## src/rtl/irq_arb_pkg.sv

```systemverilog
package irq_arb_pkg;
  localparam int NSRC   = 12;
  localparam int CODE_W = $clog2(NSRC);

  // Source bit positions; the bit index is also the priority rank and code.
  localparam int SRC_RESET = 0;
  localparam int SRC_MCHK  = 1;
  localparam int SRC_CRIT  = 2;
  localparam int SRC_EXT   = 8;
  localparam int FIRST_EE  = 3;

  typedef enum logic [1:0] {
    GATE_NONE = 2'd0,
    GATE_CE   = 2'd1,
    GATE_EE   = 2'd2
  } gate_e;

  function automatic gate_e gate_of(input int idx);
    if (idx < SRC_CRIT)       return GATE_NONE;
    else if (idx == SRC_CRIT) return GATE_CE;
    else                      return GATE_EE;
  endfunction

  // Level-style sources stay pending after they are taken.
  function automatic bit sticky_of(input int idx);
    return (idx == SRC_CRIT) || (idx == SRC_EXT);
  endfunction
endpackage

```

## src/rtl/irq_rst_sync.sv

```systemverilog
module irq_rst_sync (
  input  logic clk,
  input  logic rst_n,
  output logic rst_sync_n
);
  logic stage1_q;
  logic stage2_q;

  always_ff @(posedge clk or negedge rst_n) begin
    if (!rst_n) begin
      stage1_q <= 1'b0;
      stage2_q <= 1'b0;
    end else begin
      stage1_q <= 1'b1;
      stage2_q <= stage1_q;
    end
  end

  assign rst_sync_n = stage2_q;
endmodule

```

## src/rtl/irq_pend_bank.sv

```systemverilog
module irq_pend_bank #(
  parameter int NSRC = irq_arb_pkg::NSRC
) (
  input  logic            clk,
  input  logic            rst_n,
  input  logic [NSRC-1:0] set_src,
  input  logic [NSRC-1:0] clr_src,
  input  logic [NSRC-1:0] grant,
  output logic [NSRC-1:0] pend
);
  logic [NSRC-1:0] pend_q;
  logic [NSRC-1:0] pend_d;
  logic [NSRC-1:0] pend_en;
  logic            past_ok_q;

  for (genvar k = 0; k < NSRC; k++) begin : g_src
    localparam bit STICKY = irq_arb_pkg::sticky_of(k);
    logic take_clr;

    if (STICKY) begin : g_level
      assign take_clr = 1'b0;
    end else begin : g_pulse
      assign take_clr = grant[k];
    end

    // Set has precedence over any kind of clear.
    always_comb begin
      pend_en[k] = set_src[k] | clr_src[k] | take_clr;
      pend_d[k]  = set_src[k] | (pend_q[k] & ~clr_src[k] & ~take_clr);
    end

    always_ff @(posedge clk or negedge rst_n) begin
      if (!rst_n) begin
        pend_q[k] <= 1'b0;
      end else if (pend_en[k]) begin
        pend_q[k] <= pend_d[k];
      end
    end

    AST_SET_WINS: assert property (@(posedge clk) disable iff (!rst_n)
      (past_ok_q && $past(set_src[k])) |-> pend_q[k]);

    if (STICKY) begin : g_chk_level
      AST_LEVEL_KEPT: assert property (@(posedge clk) disable iff (!rst_n)
        (past_ok_q && $past(grant[k] && pend_q[k] && !clr_src[k])) |-> pend_q[k]);
    end else begin : g_chk_pulse
      AST_TAKE_CLEARS: assert property (@(posedge clk) disable iff (!rst_n)
        (past_ok_q && $past(grant[k] && !set_src[k])) |-> !pend_q[k]);
    end
  end

  always_ff @(posedge clk or negedge rst_n) begin
    if (!rst_n) past_ok_q <= 1'b0;
    else        past_ok_q <= 1'b1;
  end

  assign pend = pend_q;
endmodule

```

## src/rtl/irq_prio_pick.sv

```systemverilog
module irq_prio_pick #(
  parameter int NSRC   = irq_arb_pkg::NSRC,
  parameter int CODE_W = irq_arb_pkg::CODE_W
) (
  input  logic              [NSRC-1:0] pend,
  input  logic                         crit_en,
  input  logic                         ext_en,
  input  logic                         seq_busy,
  output logic              [NSRC-1:0] grant,
  output logic              [CODE_W-1:0] grant_code,
  output logic                         grant_any
);
  import irq_arb_pkg::*;

  logic [NSRC-1:0] eligible;

  for (genvar k = 0; k < NSRC; k++) begin : g_mask
    localparam gate_e GATE = gate_of(k);
    if (GATE == GATE_NONE) begin : g_free
      assign eligible[k] = pend[k];
    end else if (GATE == GATE_CE) begin : g_ce
      assign eligible[k] = pend[k] & crit_en;
    end else begin : g_ee
      assign eligible[k] = pend[k] & ext_en;
    end
  end

  // Lowest index wins; nothing is granted while the sequencer is busy.
  always_comb begin
    logic found;
    found = 1'b0;
    grant = '0;
    for (int k = 0; k < NSRC; k++) begin
      if (!found && eligible[k] && !seq_busy) begin
        grant[k] = 1'b1;
        found    = 1'b1;
      end
    end
  end

  always_comb begin
    grant_code = '0;
    for (int k = 0; k < NSRC; k++) begin
      if (grant[k]) grant_code = grant_code | CODE_W'(k);
    end
  end

  assign grant_any = |grant;
endmodule

```

## src/rtl/irq_arbiter.sv

```systemverilog
module irq_arbiter #(
  parameter int NSRC   = irq_arb_pkg::NSRC,
  parameter int CODE_W = irq_arb_pkg::CODE_W
) (
  input  logic              clk,
  input  logic              rst_n,
  input  logic [NSRC-1:0]   set_src,
  input  logic [NSRC-1:0]   clr_src,
  input  logic              crit_en,
  input  logic              ext_en,
  input  logic              seq_busy,
  output logic              take,
  output logic [CODE_W-1:0] code
);
  logic              rst_i_n;
  logic [NSRC-1:0]   pend;
  logic [NSRC-1:0]   grant;
  logic [CODE_W-1:0] grant_code;
  logic              grant_any;
  logic              take_q;
  logic [CODE_W-1:0] code_q;
  logic              past_ok_q;

  irq_rst_sync u_rst (
    .clk        (clk),
    .rst_n      (rst_n),
    .rst_sync_n (rst_i_n)
  );

  irq_pend_bank #(.NSRC(NSRC)) u_bank (
    .clk     (clk),
    .rst_n   (rst_i_n),
    .set_src (set_src),
    .clr_src (clr_src),
    .grant   (grant),
    .pend    (pend)
  );

  irq_prio_pick #(.NSRC(NSRC), .CODE_W(CODE_W)) u_pick (
    .pend       (pend),
    .crit_en    (crit_en),
    .ext_en     (ext_en),
    .seq_busy   (seq_busy),
    .grant      (grant),
    .grant_code (grant_code),
    .grant_any  (grant_any)
  );

  always_ff @(posedge clk or negedge rst_i_n) begin
    if (!rst_i_n) begin
      take_q    <= 1'b0;
      code_q    <= '0;
      past_ok_q <= 1'b0;
    end else begin
      take_q    <= grant_any;
      code_q    <= grant_code;
      past_ok_q <= 1'b1;
    end
  end

  assign take = take_q;
  assign code = code_q;

  AST_GRANT_ONEHOT: assert property (@(posedge clk) disable iff (!rst_i_n)
    $onehot0(grant));

  AST_IDLE_CODE_ZERO: assert property (@(posedge clk) disable iff (!rst_i_n)
    !take |-> (code == '0));

  AST_NO_TAKE_BUSY: assert property (@(posedge clk) disable iff (!rst_i_n)
    (past_ok_q && take) |-> !$past(seq_busy));

  AST_CE_GATE: assert property (@(posedge clk) disable iff (!rst_i_n)
    (past_ok_q && take && code == CODE_W'(irq_arb_pkg::SRC_CRIT)) |-> $past(crit_en));

  AST_EE_GATE: assert property (@(posedge clk) disable iff (!rst_i_n)
    (past_ok_q && take && code >= CODE_W'(irq_arb_pkg::FIRST_EE)) |-> $past(ext_en));
endmodule

```

## config.mk

```make
export PLATFORM = sky130hd
export DESIGN_NAME = irq_arbiter
export DESIGN_NICKNAME = d
export VERILOG_FILES = /design/src/rtl/irq_arb_pkg.sv /design/src/rtl/irq_rst_sync.sv /design/src/rtl/irq_pend_bank.sv /design/src/rtl/irq_prio_pick.sv /design/src/rtl/irq_arbiter.sv
export SDC_FILE = /design/constraint.sdc
export NUM_CORES = 1
export LEC_CHECK = 0
export ABC_CLOCK_PERIOD_IN_PS = 800
export BUFFER_PORTS_ARGS = -buffer_cell sky130_fd_sc_hd__buf_2
export CORE_ASPECT_RATIO = 1.1
export CORE_MARGIN = 4
export CORE_UTILIZATION = 42
export CTS_CLUSTER_SIZE = 16
export DETAILED_ROUTE_END_ITERATION = 8
export GPL_TIMING_DRIVEN = 0
export MAX_ROUTING_LAYER = met4
export PLACE_DENSITY = 0.73
export SLEW_MARGIN = 20
export SYNTH_ARGS = -nofsm -noshare
export SYNTH_HDL_FRONTEND = slang
export SYNTH_SLANG_ARGS = --single-unit
export TNS_END_PERCENT = 1
```

## constraint.sdc

```tcl
create_clock -name clk -period 0.8 [get_ports clk]
set_input_delay 0.08 -clock clk [delete_from_list [all_inputs] [get_ports clk]]
set_output_delay 0.08 -clock clk [all_outputs]
set_load 0.05 [all_outputs]
```

# Yosys cells after proc, flatten, opt, wreduce, memory -nomap -nowiden
# Index checks and enable logic that the tools add are counted.
# totals
output_inout_bits,5
inputBits,29
reg_bits,19
# classes
n_reduce_logical,36
bitwise_logic,88
mux,33
# op_table
operator,n
OR 1 bit,34
AND 1 bit,32
logical AND 1 bit,23
2-to-1 mux 1 bit,23
inverter 1 bit,22
2-to-1 mux 4 bit,4
logical NOT 1 bit,12
2-to-1 mux 3 bit,4
OR reduction 12 bit,1
2-to-1 mux 2 bit,2

# Depth between registers and ports, before layout
# depth
ltp_word,50
depth_mapped,4
ltp_nobuf,4

# Modules after synthesis
# Synthesis repeated with hierarchy kept, for this count alone.
# hier_totals
hier_cells,88
hier_area_um2,888.4
# modules_own_cells
module,seq_area_each_um2,n_inst,area_each_um2,cells_each
irq_pend_bank,300.3,1,437.9,36
irq_prio_pick,0.0,1,271.5,44
irq_arbiter,125.1,1,125.1,5
irq_rst_sync,50.0,1,53.8,3

# Worst setup path after synthesis
# No wires, ideal clock.
# synth_timing
kind,register -> register
startpoint,"reg u_bank.pend_q[2], in the netlist u_bank.pend[2]"
endpoint,"reg u_bank.pend_q[7], in the netlist u_bank.pend[7]"
slack_ps,-590
required_ps,676
setup_time_ps,124
path_stages_with_launch,5
synth_period_minus_slack_ps,1390
n_path_buf,0
arrival_ps,1266
cell_sequence,dfrtp_1 a21boi_4 nand3_4 or3_1 o31a_1
# synth_via
elab_chain_cells,27
word_cells_on_any_way,28
# synth_rtl
element,line,text
"start, declared",irq_pend_bank.sv:11,logic [NSRC-1:0] pend_q;
"start signal, assigned by index",irq_pend_bank.sv:36,pend_q[k] <= pend_d[k];
AND 1 bit (*),irq_prio_pick.sv:22,assign eligible[k] = pend[k] & crit_en;
logical AND 1 bit (*) (2 in a row),irq_prio_pick.sv:34,if (!found && eligible[k] && !seq_busy) begin
2-to-1 mux 1 bit (*),irq_prio_pick.sv:34,
logical NOT 1 bit,irq_prio_pick.sv:34,
logical AND 1 bit (2 in a row),irq_prio_pick.sv:34,
2-to-1 mux 1 bit (*),irq_prio_pick.sv:34,
logical NOT 1 bit,irq_prio_pick.sv:34,
logical AND 1 bit (2 in a row),irq_prio_pick.sv:34,
[6 not listed],n/a,
logical AND 1 bit (2 in a row),irq_prio_pick.sv:34,
2-to-1 mux 1 bit (*),irq_prio_pick.sv:34,
logical NOT 1 bit (*),irq_prio_pick.sv:34,
logical AND 1 bit (*) (2 in a row),irq_prio_pick.sv:34,
2-to-1 mux 1 bit (*),irq_prio_pick.sv:34,
inverter 1 bit,irq_pend_bank.sv:29,pend_d[k] = set_src[k] | (pend_q[k] & ~clr_src[k] & ~take_clr);
AND 1 bit,irq_pend_bank.sv:29,
OR 1 bit,irq_pend_bank.sv:29,
# Every way passes the cells marked *; elsewhere a longest branch is shown, timed or not.
# A chain may end at the register's enable or synchronous reset.

# Final worst setup path
# layout_timing
startpoint,"reg u_bank.pend_q[4], in the netlist u_bank.pend[4]"
endpoint,"reg u_bank.pend_q[10], in the netlist u_bank.pend[10]"
# layout_via
elab_chain_cells,31
word_cells_on_any_way,32
# layout_rtl
element,line,text
AND 1 bit (*),irq_prio_pick.sv:24,assign eligible[k] = pend[k] & ext_en;
logical AND 1 bit (*) (2 in a row),irq_prio_pick.sv:34,
2-to-1 mux 1 bit (*),irq_prio_pick.sv:34,
logical NOT 1 bit,irq_prio_pick.sv:34,
logical AND 1 bit (2 in a row),irq_prio_pick.sv:34,
2-to-1 mux 1 bit (*),irq_prio_pick.sv:34,
logical NOT 1 bit,irq_prio_pick.sv:34,
logical AND 1 bit (2 in a row),irq_prio_pick.sv:34,
[10 not listed],n/a,
logical AND 1 bit (2 in a row),irq_prio_pick.sv:34,
2-to-1 mux 1 bit (*),irq_prio_pick.sv:34,
logical NOT 1 bit (*),irq_prio_pick.sv:34,
logical AND 1 bit (*) (2 in a row),irq_prio_pick.sv:34,
2-to-1 mux 1 bit (*),irq_prio_pick.sv:34,
inverter 1 bit,irq_pend_bank.sv:29,
AND 1 bit,irq_pend_bank.sv:29,
OR 1 bit,irq_pend_bank.sv:29,
# Marks and branches as above.

==> flow_summary.ini <==
[critical_path]
r2r_cells = 4
critPathBufInv = 0
end_kind = flip-flop
cp_max_fo = 4
critical_path_arrival_ns = 1.60
crit_required_ns = 0.99
cp_slowest_stage_delay_ns = 0.46
crit_type = flip-flop to flip-flop
path_cells = nor4_4 > and3_4 > nand3_4 > a31o_1
critPathSlowestCell = dfrtp_2
startpoint_type = flip-flop
path_delay_family = simple AND/OR/NAND/NOR gates
worst-path-stages = 4

[clocking]
cts.sinks = 19
cts_buffers = 3
cts.htree.levels = 1
clkLatencyLatePin_ns = 0.29
cts.reportedPaths.clkPinSlew_ns = 0.10
clk_path_buf_depth = 2
cts-root-buf = clkbuf_4
cts_tree = done

[run_status]
violations = negative setup slack
status = finished with violations

[sta]
setup_viol = 20
rsz0062_at_grt = yes
maxSlewViolCount = 0
final_hold_viol_count = 0
skew_ns = 0.00317
finalCritPeriodShare_pct = 176
min_period_ns = 1.41
clock.fmax_ghz = 0.710
setup_slack_ns = -0.608

[yosys]
synth_area_um2 = 903
synth.distinct_cells = 28
avgSynthCellArea_um2 = 10.5
yosysSeqAreaShare_pct = 52.6
yosys_register_bits = 19
netlist_instances = 86
syn_nets = 115
yosys_warnings = 0

[die]
chipWidth_um = 52.2
core_um2 = 2020
die_h_um = 56.6
start_util_pct = 44.7
die_area_um2 = 2960
ioPinCount = 34
row_count = 17

[route]
drc_errors = 0
num_vias = 827
wl_per_cell_um = 12.5
ant_nets = 0
drt_wl_total_um = 2130
viasPerCell = 4.84
first_iter_violations = 10
drtPass1Iterations = 4

[power_and_ir_drop]
power.total_mw = 1.92
vdd_drop_max_mv = 1.11
power.density_nw_per_um2 = 1370
leakage_nw = 0.657

[placement]
hpwl_um = 1420
port_buffers = 33
gp_congestion = 0.770

[final_layout]
diodes = 0
final_util_pct = 69.6
final_common_cell = buf_2
area.growth.synth_to_final_pct = 55.7
final_layout_size_suffix_gt1_share_pct = 44.8
nNetsFinal = 173
final_cell_mix = buf_2 (28), dfrtp_1 (15), dlygate4sd3_1 (11)

[global_route]
grt_usage_pct = 16.3
antenna_found_initial = 0
grt_pass1_wl_um = 3580
grt_pass1_vias = 868
grt_overflow_total = 0
grt_max_degree = 18

[worst_hold_path]
hp-class = input pin to flip-flop
min_path_cells = 2

[job]
drv_cap = 0
==> area by class of cell <==
cell class,count,area (um2)
Timing Repair Buffer,53,378
Fill cell,162,614
Multi-Input combinational cell,58,453
Clock buffer,4,26.3
Sequential cell,19,480
Tap cell,28,35.0
Inverter,9,33.8
==> worst reg2reg max path, cell delays in order, from the launching register on <==
cell and delay (ns):
dfrtp_2 0.46, nor4_4 0.32, and3_4 0.25, nand3_4 0.08, a31o_1 0.21
==> layer usage <==
layer	share of wire (%)	global-route usage [%]	vias up
met5	0	-	-
met4	1.6	6.57	0
met3	6.4	2.39	5
met2	52	26.9	30
met1	40	19.6	383
li1	-	-	409
==> through the flow <==
| stage | hold slack [ns] | worst slack [ns] | instances | area [um2] | TNS [ns] |
|---|---|---|---|---|---|
| detailed placement | -0.131 | -0.688 | 147 | 1100 | -6.37 |
| CTS | 0.0203 | -0.590 | 169 | 1360 | -6.67 |
| global route | 0.0264 | -0.704 | 171 | 1410 | -8.39 |
| floorplan | -0.216 | -0.565 | 86 | 903 | -4.58 |
| global placement | -0.135 | -0.683 | 147 | 1100 | -6.11 |
| finish | 0.0264 | -0.608 | 171 | 1410 | -7.02 |
==> registers in the layout (all words and copies together), names as in the netlist <==
name and cells:
u_rst.rst_sync_n 1, u_rst.stage1_q 1, u_bank.pend 12, code 4
take 1
==> cell families (layout without fill, tap and decap cells) <==
family / after synthesis / in the layout / share of synthesized area [%]
other: 1 / 1 / 0.415
DFF: 19 / 19 / 52.6
and+or+nand+nor: 31 / 31 / 22.3
AOI/OAI and AO/OA: 26 / 26 / 20.9
buffers and inverters: 9 / 66 / 3.74
==> where the power goes <==
part	internal [mW]	switching [mW]	leakage, nW
Sequential	1.02	0.0864	0.217
Combinational	0.202	0.151	0.426
Clock	0.194	0.272	0.0150
==> cell usage after synthesis, drive strengths merged <==
master	n	share of area (%)
o21bai	3	2.5
o21ai	4	2.2
a21o	3	2.5
conb	1	0.42
nor2b	5	3.5
nor3	2	1.1
a211o	2	1.9
or3	1	0.69
and3	2	1.4
a31o	4	3.9
nor2	9	4.8
nand2b	5	3.5
a21oi	6	3.3
a31oi	1	0.69
dfrtp	19	53
nor3b	1	0.83
o31a	1	0.97
nand3	3	3.0
nand2	1	0.42
inv	9	3.7
o31ai	1	0.83
nor4	2	3.0
a21boi	1	2.1
==> final timing paths <==
| kind | startpoint | to | slack (ns) |
|---|---|---|---|
| setup / recovery | u_bank.pend[4] | u_bank.pend[10] | -0.61 |
| hold / removal | set_src[7] | u_bank.pend[7] | 0.03 |
| max in group asynchronous | u_rst.rst_sync_n | u_bank.pend[4] | 0.32 |
| min in group asynchronous | rst_n | u_rst.rst_sync_n | 0.08 |
| setup reg to reg | u_bank.pend[4] | u_bank.pend[10] | -0.61 |
| hold reg to reg | u_rst.rst_sync_n | u_bank.pend[10] | 0.19 |
==> what timing repair did <==
action                                  4_1_cts  5_1_grt
hold endpoints to repair                     11        0
setup buffers                                 7        2
pin swaps                                     7        4
hold buffers                                 11        0
endpoints found under the setup margin       19       21
resized for setup                            21        7
(Power assumes the default switching activity.)
